`src/rtl/flash_fe_pkg.sv`:
```
package flash_fe_pkg;

  localparam int LANES  = 4;
  localparam int BYTE_W = 8;
  localparam int CMD_W  = 8;

  localparam logic [CMD_W-1:0] OP_DUAL_OUT  = 8'h3B;
  localparam logic [CMD_W-1:0] OP_DUAL_IO   = 8'hBB;
  localparam logic [CMD_W-1:0] OP_QUAD_OUT  = 8'h6B;
  localparam logic [CMD_W-1:0] OP_QUAD_IO   = 8'hEB;
  localparam logic [CMD_W-1:0] OP_QUAD_WORD = 8'hE7;

  typedef enum logic [2:0] {
    ST_CMD,
    ST_ADDR,
    ST_DUMMY,
    ST_DATA,
    ST_IGNORE
  } fe_state_t;

  // lane widths are kept as log2: 0 = one lane, 1 = two, 2 = four
  typedef struct packed {
    logic       ok;
    logic [1:0] addr_lg;
    logic [1:0] data_lg;
    logic [3:0] dummy;
  } op_info_t;

  function automatic op_info_t decode_op(input logic [CMD_W-1:0] op, input logic qe_bit);
    op_info_t r;
    r = '0;
    case (op)
      OP_DUAL_OUT:  r = '{ok: 1'b1,   addr_lg: 2'd0, data_lg: 2'd1, dummy: 4'd8};
      OP_DUAL_IO:   r = '{ok: 1'b1,   addr_lg: 2'd1, data_lg: 2'd1, dummy: 4'd4};
      OP_QUAD_OUT:  r = '{ok: qe_bit, addr_lg: 2'd0, data_lg: 2'd2, dummy: 4'd8};
      OP_QUAD_IO:   r = '{ok: qe_bit, addr_lg: 2'd2, data_lg: 2'd2, dummy: 4'd4};
      OP_QUAD_WORD: r = '{ok: qe_bit, addr_lg: 2'd2, data_lg: 2'd2, dummy: 4'd2};
      default:      r = '0;
    endcase
    return r;
  endfunction

endpackage

```
`src/rtl/fe_sync.sv`:
```
module fe_sync #(
  parameter int             W       = 1,
  parameter int             STAGES  = 2,
  parameter logic [W-1:0]   RST_VAL = '0
) (
  input  logic         clk,
  input  logic         rst_n,
  input  logic [W-1:0] d,
  output logic [W-1:0] q
);

  logic [STAGES-1:0][W-1:0] chain;

  always_ff @(posedge clk or negedge rst_n) begin
    if (!rst_n) begin
      for (int i = 0; i < STAGES; i++) chain[i] <= RST_VAL;
    end else begin
      chain[0] <= d;
      for (int i = 1; i < STAGES; i++) chain[i] <= chain[i-1];
    end
  end

  assign q = chain[STAGES-1];

endmodule

```
`src/rtl/fe_fetch.sv`:
```
module fe_fetch #(
  parameter int ADDR_W   = 24,
  parameter int ARRAY_AW = 21,
  parameter int DW       = 8
) (
  input  logic              clk,
  input  logic              rst_n,
  input  logic              clear,
  input  logic              start,
  input  logic [ADDR_W-1:0] start_addr,
  input  logic              advance,
  output logic              rd_valid,
  input  logic              rd_ready,
  output logic [ADDR_W-1:0] rd_addr,
  input  logic [DW-1:0]     rd_data,
  output logic [DW-1:0]     buf_data
);

  localparam logic [ADDR_W-1:0] MASK = ADDR_W'((64'd1 << ARRAY_AW) - 64'd1);

  logic [ADDR_W-1:0] addr_q;
  logic              valid_q;
  logic              landed_q;
  logic [DW-1:0]     buf_q;

  always_ff @(posedge clk or negedge rst_n) begin
    if (!rst_n) begin
      addr_q   <= '0;
      valid_q  <= 1'b0;
      landed_q <= 1'b0;
      buf_q    <= '0;
    end else begin
      landed_q <= valid_q && rd_ready && !clear;
      if (landed_q) buf_q <= rd_data;
      if (clear) begin
        valid_q <= 1'b0;
      end else if (start) begin
        addr_q  <= start_addr & MASK;
        valid_q <= 1'b1;
      end else if (advance) begin
        addr_q  <= (addr_q + 1'b1) & MASK;
        valid_q <= 1'b1;
      end else if (valid_q && rd_ready) begin
        valid_q <= 1'b0;
      end
    end
  end

  assign rd_valid = valid_q;
  assign rd_addr  = addr_q;
  assign buf_data = buf_q;

endmodule

```
`src/rtl/fe_lanes.sv`:
```
module fe_lanes
  import flash_fe_pkg::*;
#(
  parameter int DW = 8
) (
  input  logic             clk,
  input  logic             rst_n,
  input  logic             clear,
  input  logic             step,
  input  logic [1:0]       data_lg,
  input  logic [DW-1:0]    buf_data,
  output logic [LANES-1:0] lane_out,
  output logic [LANES-1:0] lane_oe,
  output logic             take
);

  localparam int CW = $clog2(DW) + 1;
  localparam int IW = $clog2(DW);

  logic [DW-1:0]    sr_q;
  logic [DW-1:0]    src;
  logic [CW-1:0]    left_q;
  logic [CW-1:0]    slots;
  logic [LANES-1:0] out_q;
  logic [LANES-1:0] oe_q;
  logic [LANES-1:0] nxt_out;
  logic [LANES-1:0] nxt_oe;
  logic             take_q;
  int               width;

  always_comb begin
    width   = 1 << data_lg;
    src     = (left_q == '0) ? buf_data : sr_q;
    slots   = CW'(DW >> data_lg);
    nxt_out = '0;
    nxt_oe  = '0;
    if (data_lg == 2'd0) begin
      nxt_out[1] = src[DW-1];
      nxt_oe[1]  = 1'b1;
    end else begin
      for (int j = 0; j < LANES; j++) begin
        if (j < width) begin
          nxt_out[j] = src[IW'(DW - width + j)];
          nxt_oe[j]  = 1'b1;
        end
      end
    end
  end

  always_ff @(posedge clk or negedge rst_n) begin
    if (!rst_n) begin
      sr_q   <= '0;
      left_q <= '0;
      out_q  <= '0;
      oe_q   <= '0;
      take_q <= 1'b0;
    end else if (clear) begin
      sr_q   <= '0;
      left_q <= '0;
      out_q  <= '0;
      oe_q   <= '0;
      take_q <= 1'b0;
    end else begin
      take_q <= 1'b0;
      if (step) begin
        out_q  <= nxt_out;
        oe_q   <= nxt_oe;
        sr_q   <= src << width;
        take_q <= (left_q == '0);
        left_q <= (left_q == '0) ? slots - 1'b1 : left_q - 1'b1;
      end
    end
  end

  assign lane_out = out_q;
  assign lane_oe  = oe_q;
  assign take     = take_q;

endmodule

```
`src/rtl/flash_read_fe.sv`:
```
module flash_read_fe
  import flash_fe_pkg::*;
#(
  parameter int ADDR_W      = 24,
  parameter int ARRAY_AW    = 21,
  parameter int SYNC_STAGES = 2
) (
  input  logic              clk,
  input  logic              rst_n,
  input  logic              sclk,
  input  logic              cs_n,
  input  logic [LANES-1:0]  io_in,
  output logic [LANES-1:0]  io_out,
  output logic [LANES-1:0]  io_oe,
  input  logic              qe,
  output logic              rd_valid,
  input  logic              rd_ready,
  output logic [ADDR_W-1:0] rd_addr,
  input  logic [BYTE_W-1:0] rd_data
);

  localparam int            SW       = LANES + 2;
  localparam int            CNT_W    = $clog2(ADDR_W) + 1;
  localparam logic [SW-1:0] SYNC_RST = {1'b1, {(SW-1){1'b0}}};

  logic [SW-1:0] pins_raw;
  logic [SW-1:0] pins_s;

  assign pins_raw = {cs_n, sclk, io_in};

  generate
    if (SYNC_STAGES > 0) begin : g_sync
      fe_sync #(.W(SW), .STAGES(SYNC_STAGES), .RST_VAL(SYNC_RST)) u_sync (
        .clk  (clk),
        .rst_n(rst_n),
        .d    (pins_raw),
        .q    (pins_s)
      );
    end else begin : g_nosync
      assign pins_s = pins_raw;
    end
  endgenerate

  logic             cs_s;
  logic             sclk_s;
  logic [LANES-1:0] io_s;
  logic             sclk_d;
  logic             sclk_rise;
  logic             sclk_fall;

  assign cs_s   = pins_s[SW-1];
  assign sclk_s = pins_s[SW-2];
  assign io_s   = pins_s[LANES-1:0];

  always_ff @(posedge clk or negedge rst_n) begin
    if (!rst_n) sclk_d <= 1'b0;
    else        sclk_d <= sclk_s;
  end

  assign sclk_rise = sclk_s && !sclk_d && !cs_s;
  assign sclk_fall = !sclk_s && sclk_d && !cs_s;

  fe_state_t        state_q;
  logic [CNT_W-1:0] cnt_q;
  logic [CMD_W-1:0] cmd_q;
  logic [CMD_W-1:0] cmd_next;
  logic [ADDR_W-1:0] sr_q;
  logic [ADDR_W-1:0] addr_next;
  logic [CNT_W-1:0]  addr_last;
  op_info_t          info_q;
  op_info_t          dec;

  assign cmd_next = {cmd_q[CMD_W-2:0], io_s[0]};
  assign dec      = decode_op(cmd_next, qe);

  always_comb begin
    case (info_q.addr_lg)
      2'd1:    addr_next = {sr_q[ADDR_W-3:0], io_s[1:0]};
      2'd2:    addr_next = {sr_q[ADDR_W-5:0], io_s[3:0]};
      default: addr_next = {sr_q[ADDR_W-2:0], io_s[0]};
    endcase
    addr_last = CNT_W'((ADDR_W >> info_q.addr_lg) - 1);
  end

  always_ff @(posedge clk or negedge rst_n) begin
    if (!rst_n) begin
      state_q <= ST_CMD;
      cnt_q   <= '0;
      cmd_q   <= '0;
      sr_q    <= '0;
      info_q  <= '0;
    end else if (cs_s) begin
      state_q <= ST_CMD;
      cnt_q   <= '0;
      cmd_q   <= '0;
      sr_q    <= '0;
      info_q  <= '0;
    end else if (sclk_rise) begin
      case (state_q)
        ST_CMD: begin
          cmd_q <= cmd_next;
          if (cnt_q == CNT_W'(CMD_W - 1)) begin
            cnt_q   <= '0;
            info_q  <= dec;
            state_q <= dec.ok ? ST_ADDR : ST_IGNORE;
          end else begin
            cnt_q <= cnt_q + 1'b1;
          end
        end
        ST_ADDR: begin
          sr_q <= addr_next;
          if (cnt_q == addr_last) begin
            cnt_q   <= '0;
            state_q <= ST_DUMMY;
          end else begin
            cnt_q <= cnt_q + 1'b1;
          end
        end
        ST_DUMMY: begin
          if ((cnt_q + 1'b1) == CNT_W'(info_q.dummy)) begin
            cnt_q   <= '0;
            state_q <= ST_DATA;
          end else begin
            cnt_q <= cnt_q + 1'b1;
          end
        end
        ST_DATA, ST_IGNORE: ;
        default: state_q <= ST_IGNORE;
      endcase
    end
  end

  logic              start_fetch;
  logic              data_step;
  logic              take;
  logic [BYTE_W-1:0] buf_data;
  logic [LANES-1:0]  lane_out;
  logic [LANES-1:0]  lane_oe;

  assign start_fetch = sclk_rise && (state_q == ST_ADDR) && (cnt_q == addr_last);
  assign data_step   = sclk_fall && (state_q == ST_DATA) && info_q.ok;

  fe_fetch #(.ADDR_W(ADDR_W), .ARRAY_AW(ARRAY_AW), .DW(BYTE_W)) u_fetch (
    .clk       (clk),
    .rst_n     (rst_n),
    .clear     (cs_s),
    .start     (start_fetch),
    .start_addr(addr_next),
    .advance   (take),
    .rd_valid  (rd_valid),
    .rd_ready  (rd_ready),
    .rd_addr   (rd_addr),
    .rd_data   (rd_data),
    .buf_data  (buf_data)
  );

  fe_lanes #(.DW(BYTE_W)) u_lanes (
    .clk     (clk),
    .rst_n   (rst_n),
    .clear   (cs_s),
    .step    (data_step),
    .data_lg (info_q.data_lg),
    .buf_data(buf_data),
    .lane_out(lane_out),
    .lane_oe (lane_oe),
    .take    (take)
  );

  assign io_out = lane_out;
  assign io_oe  = lane_oe & {LANES{~cs_n}};

endmodule

```
`config.mk`:
```
export PLATFORM = sky130hd
export DESIGN_NAME = flash_read_fe
export DESIGN_NICKNAME = d
export VERILOG_FILES = /design/src/rtl/flash_fe_pkg.sv /design/src/rtl/fe_sync.sv /design/src/rtl/fe_fetch.sv /design/src/rtl/fe_lanes.sv /design/src/rtl/flash_read_fe.sv
export SDC_FILE = /design/constraint.sdc
export NUM_CORES = 1
export LEC_CHECK = 0
export BUFFER_PORTS_ARGS = -buffer_cell sky130_fd_sc_hd__buf_2
export CAP_MARGIN = 5
export CORE_AREA = 2 2 136 111
export CTS_BUF_LIST = sky130_fd_sc_hd__clkbuf_4 sky130_fd_sc_hd__clkbuf_8
export DETAILED_ROUTE_END_ITERATION = 10
export DIE_AREA = 0 0 138 113
export GPL_TIMING_DRIVEN = 0
export PLACE_DENSITY = 0.63
export RECOVER_POWER = 25
export SETUP_SLACK_MARGIN = 0.02
export SLEW_MARGIN = 10
export SYNTH_ARGS = -nofsm -noshare
export SYNTH_HDL_FRONTEND = slang
export SYNTH_SLANG_ARGS = --single-unit
export TNS_END_PERCENT = 50
```
`constraint.sdc`:
```
create_clock -name clk -period 2.5 [get_ports clk]
set_clock_uncertainty 0.05 [all_clocks]
set_input_delay 0.5 -clock clk [delete_from_list [all_inputs] [get_ports clk]]
set_output_delay 0.5 -clock clk [all_outputs]
set_load 0.01 [all_outputs]
```
# --- After elaboration in Yosys (flattened, before gate mapping) ---
# Index checks and enable logic that the tools add are counted.
totals:
  reg_bits: 113
  input_bits: 18
  output_inout_bits: 33
  word_cells: 162
classes:
  addsub: 9
  magnitude_cmp: 8
  n_eq_ne: 18
  n_shift: 4
  mux: 69
  bitwise_logic: 3
  reduce_logical: 31
op_table:
  columns: ["operator", "count"]
  rows:
  - ["< comparator 3 x 32 -> 1 bit (first input constant)", 2]
  - ["2-to-1 mux 20 bit", 3]
  - ["2-to-1 mux 24 bit", 2]
  - ["one-hot mux 9 bit (5 select lines)", 1]
  - ["one-hot mux 21 bit (2 select lines)", 1]
  - ["2-to-1 mux 9 bit", 4]
  - ["< comparator 1 x 32 -> 1 bit (first input constant)", 1]
  - ["< comparator 2 x 32 -> 1 bit (first input constant)", 1]
  - ["<< shifter 1 x 2 -> 32 bit (first input constant)", 1]
  - ["<< shifter 8 x 32 -> 8 bit", 1]
  - ["2-to-1 mux 6 bit", 5]
  - ["2-to-1 mux 4 bit", 7]
  - ["2-to-1 mux 1 bit", 26]
  - ["equality test 8 bit (second input constant)", 3]
  - ["2-to-1 mux 8 bit", 3]
  - ["adder 21 x 1 -> 21 bit (second input constant)", 1]
  - ["2-to-1 mux 7 bit", 3]
  - ["< comparator 3 x 5 -> 1 bit (second input constant)", 4]
  - ["2-to-1 mux 3 bit", 6]
  - ["one-hot mux 6 bit (3 select lines)", 1]
  - ["binary-select mux 1 bit (select 3 bit)", 4]
  - ["one-hot mux 3 bit (4 select lines)", 1]
  - ["nonzero test 2 bit", 6]
  - ["logical AND 1 bit", 10]
  - ["other kinds (32)", 45]

# --- Depth between registers and ports, before layout ---
# Gate-level depths: netlist of run 1.
depth:
  word_depth: 10
  mapped_depth: 11
  ltp_nobuf: 8

# --- Modules after synthesis ---
# Synthesis of run 1 repeated with hierarchy kept, for this count alone.
hier_totals:
  hier_cells: 715
  area_unflattened_um2: 6739.0
by_module_without_submodules:
  columns: ["mod", "instances", "cells_per_inst", "area_per_inst_um2", "seq_area_each_um2"]
  rows:
  - ["flash_read_fe", 1, 353, 3057.9, 1201.2]
  - ["fe_fetch", 1, 192, 1814.2, 775.7]
  - ["fe_lanes", 1, 152, 1519.0, 525.5]
  - ["fe_sync", 1, 18, 347.8, 302.8]

# --- Worst setup path before layout of run 1 ---
# No wires, ideal clock.
synth_timing:
  kind: "register to register"
  startpoint: "register u_lanes.left_q[1]"
  endpoint: "register u_lanes.out_q[3] (netlist: u_lanes.lane_out[3])"
  setup_time_ns: 0.121
  arrival_time_ns: 2.143
  required_time_ns: 2.329
  setup_slack_ns: 0.186
  path_stages_with_launch: 7
  path_buffers: 1
  synth_period_minus_slack_ns: 2.314
  cell_sequence: "dfrtp_1 nor4_4 buf_6 mux2i_1 mux2i_1 mux4_2 a22o_1"
synth_between:
  elab_chain_len: 9
synth_rtl:
  columns: ["item", "line_no", "text"]
  rows:
  - ["from (decl)", "fe_lanes.sv:22", "logic [CW-1:0] left_q;"]
  - ["from (signal assigned)", "fe_lanes.sv:70", "left_q <= (left_q == '0) ? slots - 1'b1 : left_q - 1'b1;"]
  - ["zero test 4 bit", "fe_lanes.sv:33", "src = (left_q == '0) ? buf_data : sr_q;"]
  - ["2-to-1 mux 8 bit", "fe_lanes.sv:33", null]
  - ["binary-select mux 1 bit (select 3 bit)", "fe_lanes.sv:43", "nxt_out[j] = src[IW'(DW - width + j)];"]
  - ["2-to-1 mux 1 bit (not written as such) (2 in series)", "fe_lanes.sv:43", null]
  - ["2-to-1 mux 1 bit", "fe_lanes.sv:42", "if (j < width) begin"]
  - ["2-to-1 mux 2 bit", "fe_lanes.sv:37", "if (data_lg == 2'd0) begin"]
  - ["2-to-1 mux 4 bit", "fe_lanes.sv:65", "if (step) begin"]
  - ["2-to-1 mux 4 bit", "fe_lanes.sv:57", "end else if (clear) begin"]
  - ["to (signal assigned)", "fe_lanes.sv:66", "out_q <= nxt_out;"]
  - ["to (decl)", "fe_lanes.sv:24", "logic [LANES-1:0] out_q;"]
# Every way passes these cells. The select of a mux whose other input is x is not followed.
# A chain may end at the register's enable or synchronous reset.

# --- Worst setup path in the final report of run 1 ---
layout_timing:
  startpoint: "register u_lanes.left_q[2]"
  endpoint: "register u_lanes.out_q[3] (netlist: u_lanes.lane_out[3])"
# Same word-level chain as after synthesis.

==> out/results.ini, run 1 <==
[placement]
dp_hpwl_um = 10700
postPlaceCellArea_um2 = 6520
port_buffers = 47
gp_congestion = 0.858

[sta]
drv_slew = 0
slew_headroom_pct = 28.1
setup_viol = 0
min_period_ps = 2410
hold_ws_ps = 146
fin_crit_sh_pct = 96.4
hold_violations = 0
rsz0062_at_grt = true
clock.fmax_ghz = 0.415
tightest_slew_ps = 1080

[floorplan]
ioPinCount = 51
coreArea_um2 = 14200
rows = 39
fp.dieH_um = 113
start_util_pct = 42.5
dieArea_um2 = 15600
dieWidth_um = 138

[final_layout]
syn2layout_area_growth_pct = 14.0
drive_above_1_share_pct = 17.8
final_common_cell = dfrtp_1
final_area_um2 = 6860
layout_common_cells = dfrtp_1 (106), nor2_1 (87), a21oi_1 (56), buf_2 (53), nand2_1 (45)
antenna_cells = 0
nets = 731

[clock_tree]
h-tree-depth = 3
cts.path.max_buffers = 2
clkSinkCount = 109
cts_made_buffers = 9
path_clk_slew_ps = 100
cts.root.buffer_cell = clkbuf_8
insertion_delay_ps = 400
cts_tree = yes

[synth]
seq_area_frac_synth_pct = 45.4
ys.flop_type = dfrtp_1
ys_seq_elements = 109
synth_edf_count = 0
syn_area_um2 = 6010
synth_cell_type_count = 60
ys_warn_count = 0
synth_cells = 631
syn_area_per_cell_um2 = 9.53
async_flop_share_pct = 100

[global_route]
grt_pass1_vias = 4862
track_usage_pct = 19.7
grt-ovfl-total = 0
grt_max_degree = 69
antenna_found_initial = 0
grt_first_pass_wirelength_um = 24900

[setup_path]
crit_path_frequent_cell = mux2i_2
cp_cell_sequence = nor4_4, buf_4, mux2i_2, mux2i_2, mux4_2, a22o_1
startpoint_type = flop
slowest_delay_ps = 500
critPathTopFamily = multiplexers
end_kind = flop
worstSetupPathType = flop to flop
path_max_fanout = 6
crit_required_ps = 2750
worst-path-buf-inv = 1
crit_arrival_ps = 2660
cp_slowest_cell = mux4_2

[route]
drt.antenna.violating_nets = 0
vias_per_cell = 5.58
drtPass1Iterations = 5
vias = 4944
drc = 0
wire_per_inst_um = 16.7
drt_iter0_drc = 433
finalWirelength_um = 14800

[outcome]
status = finished clean

[power]
peakVddDrop_v = 0.000324
p_leak_nw = 3.13
total_power_mw = 3.23
p_per_area_nw_per_um2 = 471

[min_path]
min_path_type = input pin to flop

[job]
max_cap_violations = 0

[cell families (layout without fill, tap and decap cells)]
family,Yosys count,count (layout),synth area share (%)
AO/OA/AOI/OAI,147,147,15.4
XOR/XNOR,31,31,4.52
adder cells (fa/ha/maj),16,16,3.33
buffers and inverters,56,125,3.99
flip-flops,109,109,45.4
multiplexers,52,52,9.43
other,1,3,0.0624
AND/OR/NAND/NOR,219,219,17.9
[cell type report]
| class | count | area, um^2 |
|---|---|---|
| fillers | 1364 | 7290 |
| repair buffers | 54 | 293 |
| clock inverters | 5 | 83.8 |
| clock buffers | 11 | 145 |
| multi-input cells | 468 | 3130 |
| flip-flops and latches | 109 | 2730 |
| plain buffers | 40 | 189 |
| well taps | 184 | 230 |
| inverters | 15 | 56.3 |
[final timing paths]
| kind | startpoint | end | slack [ps] | depth (start not counted) |
|---|---|---|---|---|
| max reg2reg | u_lanes.left_q[2] | u_lanes.lane_out[3] | 90 | 6 |
| max in group asynchronous | rst_n | cnt_q[1] | 440 | 3 |
| min in group asynchronous | rst_n | u_fetch.buf_data[0] | 780 | 2 |
| min | io_in[0] | g_sync.u_sync.chain[0] | 150 | 1 |
| max | u_lanes.left_q[2] | u_lanes.lane_out[3] | 90 | 6 |
| min reg2reg | g_sync.u_sync.chain[4] | g_sync.u_sync.q[4] | 310 | 0 |
[stage by stage]
step	util, %	setup TNS (ps)	setup WS, ps	cells
after floorplan	-	0	186	633
after global placement	45.8	-40240	-359	864
after detailed placement	46.1	-3790	-251	865
after CTS	48.1	0	26.3	885
after global routing	48.5	0	5.65	886
final	48.5	0	90.7	886
[flip-flops by register name, indices dropped and copies added, names as in the netlist, 6 cells and up]
name	count
cmd_q	7
cnt_q	6
g_sync.u_sync.chain	6
g_sync.u_sync.q	6
info_q	8
sr_q	20
u_fetch.buf_data	8
u_fetch.rd_addr	21
u_lanes.sr_q	8
[what timing repair did]
item	in CTS	in global routing
endpoints found under the hold margin	39	0
endpoints found under the setup margin	25	32
gates resized for setup	7	19
buffers inserted	4	1
pin swaps	2	5
hold buffers	1	0
[layer usage]
layer / wire length [um] / share of wire [%] / vias up / track usage, %
met5: 0 / 0 / - / 0
met4: 195 / 1.3 / 0 / 5.58
met3: 969 / 6.5 / 18 / 5.84
met2: 6460 / 44 / 133 / 28.7
met1: 7180 / 48 / 2436 / 28.7
li1: - / - / 2357 / -
[cell usage after synthesis, drive strengths merged (3+ instances only)]
library cell	instances	share of area, %
nand2	46	2.9
or2	3	0.31
a22oi	20	2.5
mux2	11	2.1
inv	15	0.94
xor2	11	1.6
a31oi	4	0.42
nor4b	3	0.44
a211oi	14	1.8
clkbuf	26	1.6
xnor2	20	2.9
nand4	4	0.42
o21ai	26	2.2
nand3	14	1.2
a21oi	57	4.8
mux2i	39	6.6
and3	9	0.94
nand2b	7	0.73
dfrtp	107	45
nor4	4	0.92
nor2b	7	0.73
ha	16	3.3
o211ai	3	0.37
buf	15	1.4
a21o	4	0.50
nor3	10	0.83
nor3b	3	0.37
nand3b	5	0.62
or3b	3	0.44
a22o	6	0.87
nor2	88	5.5
or3	5	0.52
[power by group]
part	switching, mW	internal [mW]
registers	0.0222	1.79
logic	0.117	0.0677
clock network	0.628	0.605
total	0.767	2.46
(Power assumes the default switching activity.)
==> run 2: changes to the inputs <==
- CORE_AREA: 2 2 136 111 -> 2 2 130 107
- DIE_AREA: 0 0 138 113 -> 0 0 132 109
- PLACE_DENSITY: 0.63 -> 0.68
- REMOVE_ABC_BUFFERS: not set -> 1
- SLEW_MARGIN: 10 -> 20
==> out/results.ini, run 2 (synthesized netlist as in run 1, its figures left out) <==
[outcome]
status = complete, but fails checks  ; was finished clean
violations = setup timing

[floorplan]
coreArea_um2 = 13200  ; was 14200 um^2
dieWidth_um = 132  ; was 138 um
rows = 38  ; was 39
fp.dieH_um = 109  ; was 113 um
dieArea_um2 = 14400  ; was 15600 um^2
ioPinCount = 51  ; unchanged
start_util_pct = 45.7  ; was 42.5%

[setup_path]
critPathTopFamily = buffers and inverters  ; was multiplexers
r2r-start = info_q[7]  ; was u_lanes.left_q[2]
rr_worst_depth = 10  ; was 6
cp_cell_sequence = clkinvlp_4, buf_6, ha_4, xor2_2, xnor2_2, nand3_4, buf_4, o211ai_1, nor2_1, a22o_1  ; was nor4_4, buf_4, mux2i_2, mux2i_2, mux4_2, a22o_1
crit_required_ps = 2720  ; was 2750 ps
crit_arrival_ps = 2730  ; was 2660 ps
worst-path-buf-inv = 3  ; was 1
slowest_delay_ps = 460  ; was 500 ps
startpoint_type = flop  ; unchanged
path_max_fanout = 8  ; was 6
cp_slowest_cell = dfrtp_2  ; was mux4_2
cp_num_cells = 10  ; was 6
r2r_slack_ps = -4  ; was 90 ps
timing.rr.end = cnt_q[1]  ; was u_lanes.lane_out[3]
end_kind = flop  ; unchanged
worstSetupPathType = flop to flop  ; unchanged
startpoint = info_q[7]  ; was u_lanes.left_q[2]

[sta]
slew_headroom_pct = 29.1  ; was 28.1%
tightest_slew_ps = 1060  ; was 1080 ps
drv_slew = 0  ; unchanged
setup_viol = 2  ; was 0
hold_violations = 0  ; unchanged
fin_crit_sh_pct = 100  ; was 96.4%
clock.fmax_ghz = 0.399  ; was 0.415 GHz
fin_ws_ps = -3.96  ; was 90.7 ps
setup_tns_ps = -5.98  ; was 0 ps
min_period_ps = 2500  ; was 2410 ps
rsz0062_at_grt = true  ; unchanged

[power]
peakVddDrop_v = 0.000238  ; was 0.000324 V
p_per_area_nw_per_um2 = 445  ; was 471 nW/um^2
p_leak_nw = 3.16  ; was 3.13 nW

[clock_tree]
cts.path.max_buffers = 2  ; unchanged
cts_tree = yes  ; unchanged
clkSinkCount = 109  ; unchanged
cts_made_buffers = 9  ; unchanged
path_clk_slew_ps = 90  ; was 100 ps
h-tree-depth = 3  ; unchanged
cts.root.buffer_cell = clkbuf_8  ; unchanged
insertion_delay_ps = 400  ; about the same

[final_layout]
nets = 710  ; was 731
drive_above_1_share_pct = 21.4  ; was 17.8%
fillerInstances = 1210  ; was 1364
antenna_cells = 0  ; unchanged
utilization_pct = 52.9  ; was 48.5%
final_common_cell = dfrtp_1  ; unchanged
final_area_um2 = 6960  ; was 6860 um^2
layout_common_cells = dfrtp_1 (104), nor2_1 (86), a21oi_1 (53), buf_2 (45), nand2_1 (43)  ; was dfrtp_1 (106), nor2_1 (87), a21oi_1 (56), buf_2 (53), nand2_1 (45)
syn2layout_area_growth_pct = 15.8  ; was 14.0%
largest_reg_flops = 21  ; unchanged

[global_route]
antenna_found_initial = 0  ; unchanged
grt_pass1_vias = 4573  ; was 4862
track_usage_pct = 19.9  ; was 19.7%
grt_max_degree = 71  ; was 69
grt-ovfl-total = 0  ; unchanged
grt_first_pass_wirelength_um = 23000  ; was 24900 um

[placement]
pre_cts_ws_ps = -963  ; was -251 ps
postPlaceCellArea_um2 = 6330  ; was 6520 um^2
dp_hpwl_um = 8870  ; was 10700 um
gp_congestion = 0.940  ; was 0.858
port_buffers = 47  ; unchanged

[route]
drt_iter0_drc = 430  ; was 433
vias = 4943  ; was 4944
drc = 0  ; unchanged
wire_per_inst_um = 16.8  ; was 16.7 um
drtPass1Iterations = 5  ; unchanged
drt.antenna.violating_nets = 0  ; unchanged
finalWirelength_um = 14400  ; was 14800 um
vias_per_cell = 5.74  ; was 5.58

[min_path]
min_path_cells = 1  ; unchanged
hold_end = g_sync.u_sync.chain[2]  ; was g_sync.u_sync.chain[0]
min-delay-start = io_in[2]  ; was io_in[0]
min_path_type = input pin to flop  ; unchanged

[job]
max_cap_violations = 0  ; unchanged

[run 2: cell type report]
| class | instances | area, um^2 | share of cell area (%) |
|---|---|---|---|
| inverter | 15 | 60.1 | 0.863 |
| tap | 180 | 225 | 3.24 |
| sequential | 109 | 2740 | 39.3 |
| clock inverter | 4 | 47.5 | 0.683 |
| clock buffer | 12 | 153 | 2.19 |
| multi-input combinational | 473 | 3300 | 47.4 |
| timing repair buffer | 68 | 438 | 6.29 |
[run 2: power breakdown]
group | switching, mW | total, mW | internal, mW
sequential | 0.0350 | 1.82 | 1.79
combinational | 0.104 | 0.168 | 0.0645
clock | 0.594 | 1.10 | 0.510
[run 2: routing by layer]
| metal | part of all wire (%) | GRT usage [%] | vias up | wire length (um) |
|---|---|---|---|---|
| li1 | - | - | 2317 | - |
| met1 | 47 | 27.5 | 2414 | 6750 |
| met2 | 45 | 31.4 | 185 | 6500 |
| met3 | 6.2 | 4.83 | 27 | 894 |
| met4 | 1.9 | 5.59 | 0 | 280 |
| met5 | 0 | 0 | - | 0 |
[run 2: worst register-to-register path: stages, from the launching register on]
cell and delay [ps]:
dfrtp_2 460, clkinvlp_4 180, buf_6 160, ha_4 220, xor2_2 190, xnor2_2 220, nand3_4 180, buf_4 190
o211ai_1 290, nor2_1 80, a22o_1 190
[run 2: metrics by stage]
| step | hold slack, ps | total power, mW | cells |
|---|---|---|---|
| final | 171 | 3.10 | 861 |
| after global routing | 143 | 3.22 | 861 |
| after CTS | 147 | 3.13 | 845 |
| after detailed placement | 285 | 2.02 | 820 |
| after global placement | 283 | 2.00 | 819 |
| after floorplan | 154 | 1.93 | 592 |
[run 2: how the worst max path moves through the flow]
stage | slack [ps] | end
2_1_floorplan | -460 | u_fetch.rd_addr[13]
3_3_place_gp | -1100 | u_fetch.rd_addr[19]
3_5_place_dp | -960 | u_fetch.rd_addr[20]
4_1_cts | 20 | cnt_q[2]
5_1_grt | -100 | cnt_q[1]
6_report | -4 | cnt_q[1]
[run 2: repair_timing]
action	4_1_cts	5_1_grt
buffers inserted	6	13
resized for setup	18	33
gates cloned	2	3
setup endpoints to repair	47	35
pin swaps	3	13
endpoints found under the hold margin	39	0
hold buffers	1	0
==> run 3: changes to the inputs <==
- CORE_AREA: 2 2 130 107 -> 4 4 132 109
- DIE_AREA: 0 0 132 109 -> 0 0 136 113
==> out/results.ini, run 3 (synthesized netlist as in run 1, its figures left out) <==
[outcome]
status = finished clean  ; was complete, but fails checks

[setup_path]
crit_required_ps = 2730  ; was 2720 ps
r2r-start = u_lanes.left_q[2]  ; was info_q[7]
startpoint = u_lanes.left_q[2]  ; was info_q[7]
crit_arrival_ps = 2640  ; was 2730 ps
worstSetupPathType = flop to flop  ; unchanged
startpoint_type = flop  ; unchanged
path_max_fanout = 6  ; was 8
end_kind = flop  ; unchanged

[sta]
min_period_ps = 2410  ; was 2500 ps
drv_slew = 0  ; unchanged
slew_headroom_pct = 26.9  ; was 29.1%
setup_tns_ps = 0  ; was -5.98 ps
rsz0062_at_grt = true  ; unchanged
setup_viol = 0  ; was 2
clock.fmax_ghz = 0.414  ; was 0.399 GHz
hold_ws_ps = 166  ; was 171 ps
fin_crit_sh_pct = 96.5  ; was 100%
hold_violations = 0  ; unchanged
tightest_slew_ps = 1100  ; was 1060 ps

[clock_tree]
insertion_delay_ps = 400  ; about the same
clkSinkCount = 109  ; unchanged
cts_tree = yes  ; unchanged
cts.path.max_buffers = 2  ; unchanged
h-tree-depth = 3  ; unchanged
path_clk_slew_ps = 110  ; was 90 ps
cts_made_buffers = 9  ; unchanged
cts.root.buffer_cell = clkbuf_8  ; unchanged

[final_layout]
final_common_cell = dfrtp_1  ; unchanged
final_area_um2 = 6880  ; was 6960 um^2
syn2layout_area_growth_pct = 14.4  ; was 15.8%
fillerInstances = 1189  ; was 1210
utilization_pct = 52.2  ; was 52.9%
layout_common_cells = dfrtp_1 (104), nor2_1 (88), a21oi_1 (55), buf_2 (45), nand2_1 (44)  ; was dfrtp_1 (104), nor2_1 (86), a21oi_1 (53), buf_2 (45), nand2_1 (43)
drive_above_1_share_pct = 19.7  ; was 21.4%
nets = 710  ; unchanged
antenna_cells = 0  ; unchanged
largest_reg_flops = 21  ; unchanged

[min_path]
min-delay-start = sclk  ; was io_in[2]
min_path_type = input pin to flop  ; unchanged

[route]
vias_per_cell = 5.71  ; was 5.74
wire_per_inst_um = 17.0  ; was 16.8 um
drt_iter0_drc = 395  ; was 430
drt.antenna.violating_nets = 0  ; unchanged
finalWirelength_um = 14600  ; was 14400 um
vias = 4920  ; was 4943
drtPass1Iterations = 4  ; was 5
drc = 0  ; unchanged

[placement]
port_buffers = 47  ; unchanged
postPlaceCellArea_um2 = 6330  ; unchanged
gp_congestion = 0.950  ; was 0.940
dp_hpwl_um = 9080  ; was 8870 um

[global_route]
met3_usage_pct = 4.98  ; was 4.83%
grt-ovfl-total = 0  ; unchanged
grtUsageMet1_pct = 28.1  ; was 27.5%
antenna_found_initial = 0  ; unchanged
grt_first_pass_wirelength_um = 24000  ; was 23000 um
grtUsageMet2_pct = 28.5  ; was 31.4%
track_usage_pct = 19.3  ; was 19.9%
grt_max_degree = 69  ; was 71
grt_pass1_vias = 4769  ; was 4573
busiest_layer = met2  ; unchanged

[power]
total_power_mw = 3.01  ; was 3.10 mW
p_per_area_nw_per_um2 = 438  ; was 445 nW/um^2
peakVddDrop_v = 0.000259  ; was 0.000238 V
p_leak_nw = 3.15  ; was 3.16 nW

[floorplan]
ioPinCount = 51  ; unchanged
coreArea_um2 = 13200  ; unchanged
dieArea_um2 = 15400  ; was 14400 um^2
rows = 38  ; unchanged
fp.dieH_um = 113  ; was 109 um
start_util_pct = 45.7  ; unchanged
dieWidth_um = 136  ; was 132 um

[job]
max_cap_violations = 0  ; unchanged

[run 3: worst max-delay path, cell delays in order, from the launching register on]
cell and delay, ps:
dfrtp_2 470, nor4_4 320, buf_6 180, buf_12 120
mux2i_2 290, mux2i_1 160, mux4_2 510, a22o_1 190
[run 3: repair_timing]
action,in CTS,in global routing
pin swaps,8,8
endpoints found under the hold margin,41,0
cloned,3,0
hold buffers,1,0
buffers inserted,13,8
gates resized for setup,22,13
setup endpoints to repair,48,41
[run 3: stage by stage]
stage                     setup slack [ps]  cells
after floorplan                       -465    592
after global placement               -1080    819
after detailed placement              -930    820
after CTS                             35.0    853
after global routing                  13.2    861
final                                 87.4    861
[run 3: layout make-up]
class | count | area [um^2] | area share (%)
repair buffers | 70 | 465 | 6.77
flip-flops and latches | 109 | 2740 | 39.8
multi-input cells | 471 | 3210 | 46.7
well taps | 180 | 225 | 3.27
inverters | 15 | 60.1 | 0.873
clock buffers | 14 | 168 | 2.44
clock inverters | 2 | 12.5 | 0.182
[run 3: final timing paths]
check                      slack [ps]                      to  depth (start not counted)
max                                90     u_lanes.lane_out[3]                          7
min                               170  g_sync.u_sync.chain[4]                          1
max reg2reg                        90     u_lanes.lane_out[3]                          7
min reg2reg                       300      g_sync.u_sync.q[0]                          0
max in group asynchronous         700  g_sync.u_sync.chain[5]                          3
min in group asynchronous         780     u_fetch.rd_addr[13]                          2
[run 3: power by group]
part	switching, mW	total (mW)	internal (mW)	leakage, nW
clock network	0.583	1.02	0.434	0.0944
registers	0.0290	1.82	1.79	1.47
logic	0.110	0.176	0.0667	1.58
total	0.722	3.01	2.29	3.15
[run 3: metal layers]
layer,vias to the layer above,part of all wire [%]
met5,-,0
met4,0,2.5
met3,31,5.6
met2,151,46
met1,2422,46
li1,2316,-
